==> src/rtl/zs_chan_pkg.sv <==
package zs_chan_pkg;
  typedef enum logic [1:0] {
    PH_INIT = 2'd0,
    PH_ACQ  = 2'd1,
    PH_DIGI = 2'd2,
    PH_READ = 2'd3
  } phase_e;
endpackage

==> src/rtl/zs_evbuf.sv <==
module zs_evbuf #(
  parameter int NCH    = 32,
  parameter int DEPTH  = 4,
  parameter int LOST_W = 8
) (
  input  logic                       clk,
  input  logic                       rst,
  input  logic                       en_i,
  input  logic                       trig_i,
  input  logic [NCH-1:0]             hit_i,
  input  logic                       pop_i,
  output logic [NCH-1:0]             rd_map_o,
  output logic [$clog2(DEPTH)-1:0]   rd_slot_o,
  output logic                       empty_o,
  output logic                       full_o,
  output logic [LOST_W-1:0]          lost_o
);
  localparam int SL_W  = $clog2(DEPTH);
  localparam int CNT_W = SL_W + 1;

  logic [NCH-1:0]   mem [DEPTH];
  logic [SL_W-1:0]  wr_ptr, rd_ptr;
  logic [CNT_W-1:0] cnt;
  logic [LOST_W-1:0] lost;
  logic push;

  assign full_o  = (cnt == CNT_W'(DEPTH));
  assign empty_o = (cnt == '0);
  assign push    = trig_i & en_i & ~full_o;

  // storage without reset so it maps onto RAM
  always_ff @(posedge clk) begin
    if (push) mem[wr_ptr] <= hit_i;
  end

  always_ff @(posedge clk) begin
    if (rst) begin
      wr_ptr <= '0;
      rd_ptr <= '0;
      cnt    <= '0;
      lost   <= '0;
    end else begin
      cnt <= cnt + CNT_W'(push) - CNT_W'(pop_i);
      if (push)
        wr_ptr <= (wr_ptr == SL_W'(DEPTH-1)) ? '0 : wr_ptr + 1'b1;
      if (pop_i)
        rd_ptr <= (rd_ptr == SL_W'(DEPTH-1)) ? '0 : rd_ptr + 1'b1;
      if (trig_i & en_i & full_o)
        lost <= lost + 1'b1;
    end
  end

  assign rd_map_o  = mem[rd_ptr];
  assign rd_slot_o = rd_ptr;
  assign lost_o    = lost;

  AST_NO_OVERFLOW: assert property (@(posedge clk) disable iff (rst)
    cnt <= CNT_W'(DEPTH));
  AST_LOST_ONLY_FULL: assert property (@(posedge clk) disable iff (rst)
    !full_o |=> $stable(lost_o));
endmodule

==> src/rtl/zs_scan.sv <==
module zs_scan #(
  parameter int NCH     = 32,
  parameter int HIT_CYC = 6
) (
  input  logic                     clk,
  input  logic                     rst,
  input  logic                     start_i,
  input  logic [NCH-1:0]           map_i,
  input  logic                     adc_done_i,
  output logic                     active_o,
  output logic                     last_o,
  output logic [$clog2(NCH)-1:0]   ch_o,
  output logic                     adc_start_o
);
  localparam int CH_W  = $clog2(NCH);
  localparam int SUB_W = $clog2(HIT_CYC + 1);

  logic             active, seen;
  logic [CH_W-1:0]  ch;
  logic [SUB_W-1:0] sub;
  logic cur_hit, slot_end, step;

  assign cur_hit  = map_i[ch];
  assign slot_end = (sub == SUB_W'(HIT_CYC-1)) & (seen | adc_done_i);
  assign step     = active & (~cur_hit | slot_end);

  always_ff @(posedge clk) begin
    if (rst) begin
      active <= 1'b0;
      ch     <= '0;
      sub    <= '0;
      seen   <= 1'b0;
    end else if (start_i) begin
      active <= 1'b1;
      ch     <= '0;
      sub    <= '0;
      seen   <= 1'b0;
    end else if (active) begin
      if (step) begin
        sub  <= '0;
        seen <= 1'b0;
        if (ch == CH_W'(NCH-1)) active <= 1'b0;
        else                    ch     <= ch + 1'b1;
      end else begin
        seen <= seen | adc_done_i;
        if (sub != SUB_W'(HIT_CYC-1)) sub <= sub + 1'b1;
      end
    end
  end

  assign active_o    = active;
  assign last_o      = step & (ch == CH_W'(NCH-1));
  assign ch_o        = ch;
  assign adc_start_o = active & cur_hit & (sub == '0);

  AST_START_PULSE: assert property (@(posedge clk) disable iff (rst)
    adc_start_o |=> !adc_start_o);
  AST_MISS_ONE_CYCLE: assert property (@(posedge clk) disable iff (rst)
    (active && !cur_hit && ch != CH_W'(NCH-1) && !start_i)
      |=> (ch == CH_W'($past(ch) + 1'b1)));
endmodule

==> src/rtl/zs_chan_seq.sv <==
module zs_chan_seq
  import zs_chan_pkg::*;
#(
  parameter int NCH      = 32,
  parameter int DEPTH    = 4,
  parameter int HIT_CYC  = 6,
  parameter int INIT_CYC = 4,
  parameter int RD_CYC   = 3,
  parameter int LOST_W   = 8
) (
  input  logic                       clk,
  input  logic                       rst,
  input  logic                       trig_i,
  input  logic [NCH-1:0]             hit_i,
  input  logic                       adc_done_i,
  output logic [1:0]                 phase_o,
  output logic [$clog2(NCH)-1:0]     ch_sel_o,
  output logic                       adc_start_o,
  output logic [$clog2(DEPTH)-1:0]   slot_o,
  output logic                       busy_o,
  output logic                       hit_vld_o,
  output logic [$clog2(NCH)-1:0]     hit_ch_o,
  output logic [LOST_W-1:0]          lost_o
);
  localparam int CH_W  = $clog2(NCH);
  localparam int TMR_W = $clog2((INIT_CYC > RD_CYC ? INIT_CYC : RD_CYC) + 1);

  phase_e          phase;
  logic [TMR_W-1:0] tmr;
  logic [NCH-1:0]  rd_map;
  logic            empty, full, pop, start, scan_act, scan_last, a_start;
  logic [CH_W-1:0] ch;

  assign pop   = (phase == PH_READ) && (tmr == TMR_W'(RD_CYC-1));
  assign start = (phase == PH_ACQ) && !empty;

  zs_evbuf #(.NCH(NCH), .DEPTH(DEPTH), .LOST_W(LOST_W)) u_buf (
    .clk(clk), .rst(rst), .en_i(phase != PH_INIT), .trig_i(trig_i),
    .hit_i(hit_i), .pop_i(pop), .rd_map_o(rd_map), .rd_slot_o(slot_o),
    .empty_o(empty), .full_o(full), .lost_o(lost_o)
  );

  zs_scan #(.NCH(NCH), .HIT_CYC(HIT_CYC)) u_scan (
    .clk(clk), .rst(rst), .start_i(start), .map_i(rd_map),
    .adc_done_i(adc_done_i), .active_o(scan_act), .last_o(scan_last),
    .ch_o(ch), .adc_start_o(a_start)
  );

  always_ff @(posedge clk) begin
    if (rst) begin
      phase <= PH_INIT;
      tmr   <= '0;
    end else begin
      unique case (phase)
        PH_INIT: begin
          if (tmr == TMR_W'(INIT_CYC-1)) begin
            phase <= PH_ACQ;
            tmr   <= '0;
          end else tmr <= tmr + 1'b1;
        end
        PH_ACQ:  if (!empty) phase <= PH_DIGI;
        PH_DIGI: if (scan_last) begin
          phase <= PH_READ;
          tmr   <= '0;
        end
        PH_READ: begin
          if (tmr == TMR_W'(RD_CYC-1)) begin
            phase <= PH_ACQ;
            tmr   <= '0;
          end else tmr <= tmr + 1'b1;
        end
        default: phase <= PH_INIT;
      endcase
    end
  end

  assign phase_o     = phase;
  assign ch_sel_o    = ch;
  assign adc_start_o = a_start;
  assign hit_vld_o   = a_start;
  assign hit_ch_o    = ch;
  assign busy_o      = full;

  AST_READ_EXIT: assert property (@(posedge clk) disable iff (rst)
    phase == PH_READ |=> (phase == PH_READ || phase == PH_ACQ));
  AST_INIT_EXIT: assert property (@(posedge clk) disable iff (rst)
    phase == PH_INIT |=> (phase == PH_INIT || phase == PH_ACQ));
  AST_DIGI_SCANS: assert property (@(posedge clk) disable iff (rst)
    phase == PH_DIGI |-> scan_act);
  AST_STREAM_IN_DIGI: assert property (@(posedge clk) disable iff (rst)
    hit_vld_o |-> phase == PH_DIGI);
endmodule

==> config.mk <==
export PLATFORM = sky130hd
export DESIGN_NAME = zs_chan_seq
export DESIGN_NICKNAME = d
export VERILOG_FILES = /design/src/rtl/zs_chan_pkg.sv /design/src/rtl/zs_evbuf.sv /design/src/rtl/zs_scan.sv /design/src/rtl/zs_chan_seq.sv
export SDC_FILE = /design/constraint.sdc
export NUM_CORES = 1
export LEC_CHECK = 0
export BUFFER_PORTS_ARGS = -buffer_cell sky130_fd_sc_hd__buf_2
export CAP_MARGIN = 25
export CORE_MARGIN = 4
export CORE_UTILIZATION = 45
export DETAILED_ROUTE_END_ITERATION = 8
export PLACE_DENSITY_LB_ADDON = 0.12
export SYNTH_ARGS = -nofsm -noshare
export SYNTH_HDL_FRONTEND = slang
export SYNTH_SLANG_ARGS = --single-unit
==> constraint.sdc <==
create_clock -name clk -period 6.31 [get_ports clk]
set_input_delay 0.3155 -clock clk [delete_from_list [all_inputs] [get_ports clk]]
set_output_delay 0.3155 -clock clk [all_outputs]
set_load 0.005 [all_outputs]
# [After elaboration in Yosys (flattened, before gate mapping)]
# Memories as Yosys holds them, arrays and structs flattened. A register that Yosys moved wholly into a read port is not among the register bits.
# Cells that the tools add are included.
[word_totals] ff_bits=30 mem_bits_rw=128 in_bits=36 out_inout_bits=25 elab_cells=86 memories=1
[memory_table] name="u_buf.mem" depth=4 word_bits=32 rd=1 rd_ports_with_merged_regs=1 wr=1 line="zs_evbuf.sv:21" text="logic [NCH-1:0] mem [DEPTH];"
[op_classes] n_addsub=8 magnitude_cmp=1 n_eq_ne=15 muxes=24 bitwise=13 reduce_logical=14
[ops] operator="2-bit two-way mux" count=8
[ops] operator="3-bit two-way mux" count=5
[ops] operator="3-bit case mux with 3 select lines" count=1
[ops] operator="8-bit by 1-bit adder with 8-bit output, second input constant" count=1
[ops] operator="1-bit bitwise AND" count=8
[ops] operator="2-bit equality test, second input constant" count=4
[ops] operator="1-bit two-way mux" count=8
[ops] operator="2-bit case mux with 4 select lines" count=1
[ops] operator="3-bit by 1-bit adder with 3-bit output, second input constant" count=2
[ops] operator="3-bit by 2-bit equality test with 1-bit output, second input constant" count=2
[ops] operator="3-bit equality test, second input constant" count=2
[ops] operator="3-bit logical NOT" count=2
[ops] operator="5-bit by 6-bit < comparator with 1-bit output, second input constant" count=1
[ops] operator="2-bit != test, second input constant" count=3
[ops] operator="5-bit by 1-bit adder with 5-bit output, second input constant" count=1
[ops] operator="1-bit binary-select mux with 5-bit select" count=1
[ops] operator="5-bit equality test, second input constant" count=1
[ops] operator="2-bit by 1-bit adder with 2-bit output, second input constant" count=2
[ops] operator="2-bit AND reduction" count=2
[ops] operator="4-bit AND reduction" count=1
[ops] operator="2-bit nonzero test" count=2
[ops] operator="3-bit by 1-bit adder with 3-bit output" count=1
[ops] operator="3-bit != test, second input constant" count=1
[ops] operator="1-bit inverter" count=3
[ops] operator="10 further kinds" count=12

# [Longest topological paths before layout]
[logic_depth] depth_word=8 ltp_mapped=13 ltp_nobuf=13

# [By module]
# A second synthesis with hierarchy kept.
[unflattened] hier_cells=414 hier_area_um2=6742.7
[by_module_without_submodules] module="zs_evbuf" n_inst=1 cells_per_inst=259 area_per_inst_um2=5436.5 seq_area_each_um2=4184.0
[by_module_without_submodules] module="zs_scan" n_inst=1 cells_per_inst=104 area_per_inst_um2=854.6 seq_area_each_um2=200.2
[by_module_without_submodules] module="zs_chan_seq" n_inst=1 cells_per_inst=51 area_per_inst_um2=451.7 seq_area_each_um2=100.1

# [Worst setup path after synthesis]
# Ideal clock, no wire load.
[synth_path] path_kind="reg2reg" startpoint="register with a tool-made name" endpoint="register phase[0] (netlist: phase_o[0])" setup_time_ps=123 arrival_ps=2558 required_ps=6187 setup_slack_ps=3628 stages_incl_launch_ff=11 path_buffers=2 period_less_slack_ps=2682 path_cell_list="dfxtp_1 > buf_6 > buf_12 > mux4_2 > a22o_1 > o21ai_1 > o211ai_1 > a32oi_2 > o211ai_2 > a221oi_2 > mux2_1"
[synth_rtl] item="end signal: assignment" line="zs_chan_seq.sv:51" text="phase <= PH_INIT;"
[synth_rtl] item="end signal: assignment" line="zs_chan_seq.sv:57" text="phase <= PH_ACQ;"
[synth_rtl] item="end signal: assignment" line="zs_chan_seq.sv:61" text="PH_ACQ: if (!empty) phase <= PH_DIGI;"
[synth_rtl] item="end: declaration" line="zs_chan_seq.sv:28" text="phase_e phase;"

==> run_results.csv <==
group,metric,value,unit
synthesis,yosys.area_share.simple,6.31,%
timing,period_minus_slack,3.65,ns
power,p_total,2.45,mW
cts,cts_buffer_depth,2,
grt,grtUsageMet1,20.8,%
synthesis,synth_compound_area_share,5.05,%
drt,drt_pre_antenna_iters,4,
timing,final.period_utilization,57.9,%
synthesis,synth_edf_count,128,
timing,setup_tns,0,ns
run,drv_cap,0,
min_path,min_from,"hit_i[10]",
layout,fin_util,53.1,%
placement,gp_congestion,0.751,
synthesis,synth_top_family_by_area,"multiplexers",
cts,cts.sinks,160,
critical_path,cp.required,5.99,ns
synthesis,synthMuxAreaShare,13.0,%
synthesis,synth_fa_ha_area_share,4.38,%
run_status,status,"finished clean",
synthesis,synth_seq_cells,160,
synthesis,synth.distinct_cells,47,
drt,drc,0,
critical_path,worstSetupEndpointType,"output port",
layout,drive_gt1_share,25.1,%
drt,drtAntennaViolNets,0,
drt,wl,12700,um
cts,numCtsBuffers,17,
min_path,hold_path_class,"in2reg",
layout,fin_nets,548,
layout,insertedDiodeCount,0,
grt,met3_usage,3.94,%
layout,syn_to_final_growth,15.0,%
drt,vias,3672,
cts,clock_latency,0.42,ns
synthesis,syn_nets,483,
drt,drt_iter0_drc,306,
synthesis,synth_ff_type,"edfxtp_1",
cts,cts_resized,0,
floorplan,row_count,44,
grt,groute.usage.overall,16.0,%
placement,hpwl,8260,um
timing,worst_pin_slew,0.858,ns
synthesis,synth_area_leaders,"edfxtp_1 57%, dfxtp_1 9.5%, mux4_2 8.0%, ha_1 4.1%, mux2i_1 3.7%",
synthesis,synthCells,424,
grt,grt_max_degree,33,
synthesis,syn_avg_cell_area,15.9,um^2
power,worst_ir_drop_vdd,0.202,mV
timing,clock_skew,0.00968,ns
timing,slew_violations,0,
synthesis,synth.top_cell.area_share,57.0,%
layout,layout_commonest_cell,"edfxtp_1",
synthesis,syn_area,0.00674,mm^2
grt,antenna_found_initial,0,
drt,viasPerCell,5.35,
critical_path,crit_type,"reg2out",
floorplan,start_util,46.2,%
grt,gr-total-overflow,0,
synthesis,synth_largest_area_cell,"edfxtp_1",
timing,setup_viol,0,
cts,hold_buffers,0,
grt,first_global_vias,3693,
floorplan,io_pins,61,
critical_path,cp.arrival,3.34,ns
synthesis,synth_warnings,0,
drt,wl_per_cell,18.5,um
power,p_per_area,317,mW/mm^2
floorplan,dieArea,0.0170,mm^2
grt,grt_pass1_wl,20200,um
critical_path,cp-start-kind,"flop",
timing,finalHoldViolations,0,
cts,cts_root_buffer,"clkbuf_16",
cts,clk_pin_slew,0.06,ns
timing,holdWs,0.111,ns
critical_path,crit_fanout,24,
cts,h-tree-depth,4,
synthesis,seq_area_frac_synth,66.5,%
timing,fmax,0.274,GHz
cts,cts_tree,"built",
grt,busiest_layer,"met2",
synthesis,synthArstFlopShare,0,%
grt,grt_use_met2,26.4,%
cts,post_cts_buffers,0,
timing,rsz0062_at_grt,"false",
floorplan,die_h,130,um
synthesis,synth-xor-area-share,1.56,%
floorplan,core,0.0146,mm^2
layout,final_cell_mix,"128 x edfxtp_1, 60 x buf_2, 34 x nor2_1",
floorplan,fp.dieW,130,um
power,p_leak,2.78,nW
placement,io_buffers,60,
timing,slew_headroom,42.7,%
through the flow:
step                      setup slack [ns]  instances  area, um^2
after global routing                  2.37        686        7750
after CTS                             2.54        686        7750
final                                 2.66        686        7750
after global placement                2.74        654        7170
after floorplan                       3.63        424        6740
after detailed placement              2.71        654        7170
critical path: stages, from the launching register on:
cell and delay, ns:
dfxtp_2 0.73, buf_4 0.49, mux4_2 0.55, mux2_2 0.27, nand3_1 0.08, a31oi_1 0.10, a32oi_2 0.37, nor3_1 0.16
buf_2 0.16
synthesized netlist by cell type, types with 6 or more instances:
master	n
buf_4	7
ha_1	22
dfxtp_1	32
and2_1	6
inv_1	18
nor2_1	34
mux2i_1	25
xnor2_1	6
nand2b_1	6
a22o_1	8
a21oi_1	9
a31oi_1	7
mux4_2	24
xor2_1	6
nand2_1	15
edfxtp_1	128
nor2b_1	7
where the power goes:
| group | leakage (nW) | switching [mW] | internal, mW |
|---|---|---|---|
| sequential | 1.41 | 0.0241 | 1.20 |
| combinational | 1.08 | 0.125 | 0.104 |
| clock | 0.283 | 0.385 | 0.619 |
state kept, by name (all words and copies together), names as in the netlist, 3 cells and up, named ones only:
name / count
tmr: 3
u_scan.sub: 3
u_buf.cnt: 3
u_scan.ch_o: 5
u_buf.lost_o: 8
u_buf.mem: 128
layer usage:
metal	part of all wire (%)	routed length (um)
met1	42	5360
met5	0	0
met4	1.5	184
met3	4.2	537
met2	52	6590
area by class of cell:
| type | instances | area [um^2] |
|---|---|---|
| timing repair buffer | 66 | 345 |
| clock buffer | 21 | 440 |
| fill | 1176 | 6840 |
| clock inverter | 11 | 139 |
| multi-input combinational | 225 | 2040 |
| sequential | 160 | 4490 |
| tap | 184 | 230 |
| inverter | 19 | 71.3 |
worst paths after layout:
| check | to | slack [ns] | cells past startpoint |
|---|---|---|---|
| setup / recovery | hit_vld_o | 2.66 | 8 |
| hold / removal | u_buf.mem[1][10]$_DFFE_PP_ | 0.11 | 1 |
| setup reg to reg | phase_o[0]$_SDFFE_PP0P_ | 2.79 | 9 |
| hold reg to reg | u_buf.rd_slot_o[1]$_SDFFE_PP0P_ | 0.51 | 2 |
logic make-up after synthesis:
kind of cell	after synthesis
xor+xnor	12
buf+inv	39
fa+ha+maj	23
mux	55
simple gates	88
compound gates	47
flops	160
No activity file was read; power rests on OpenSTA's default activity.
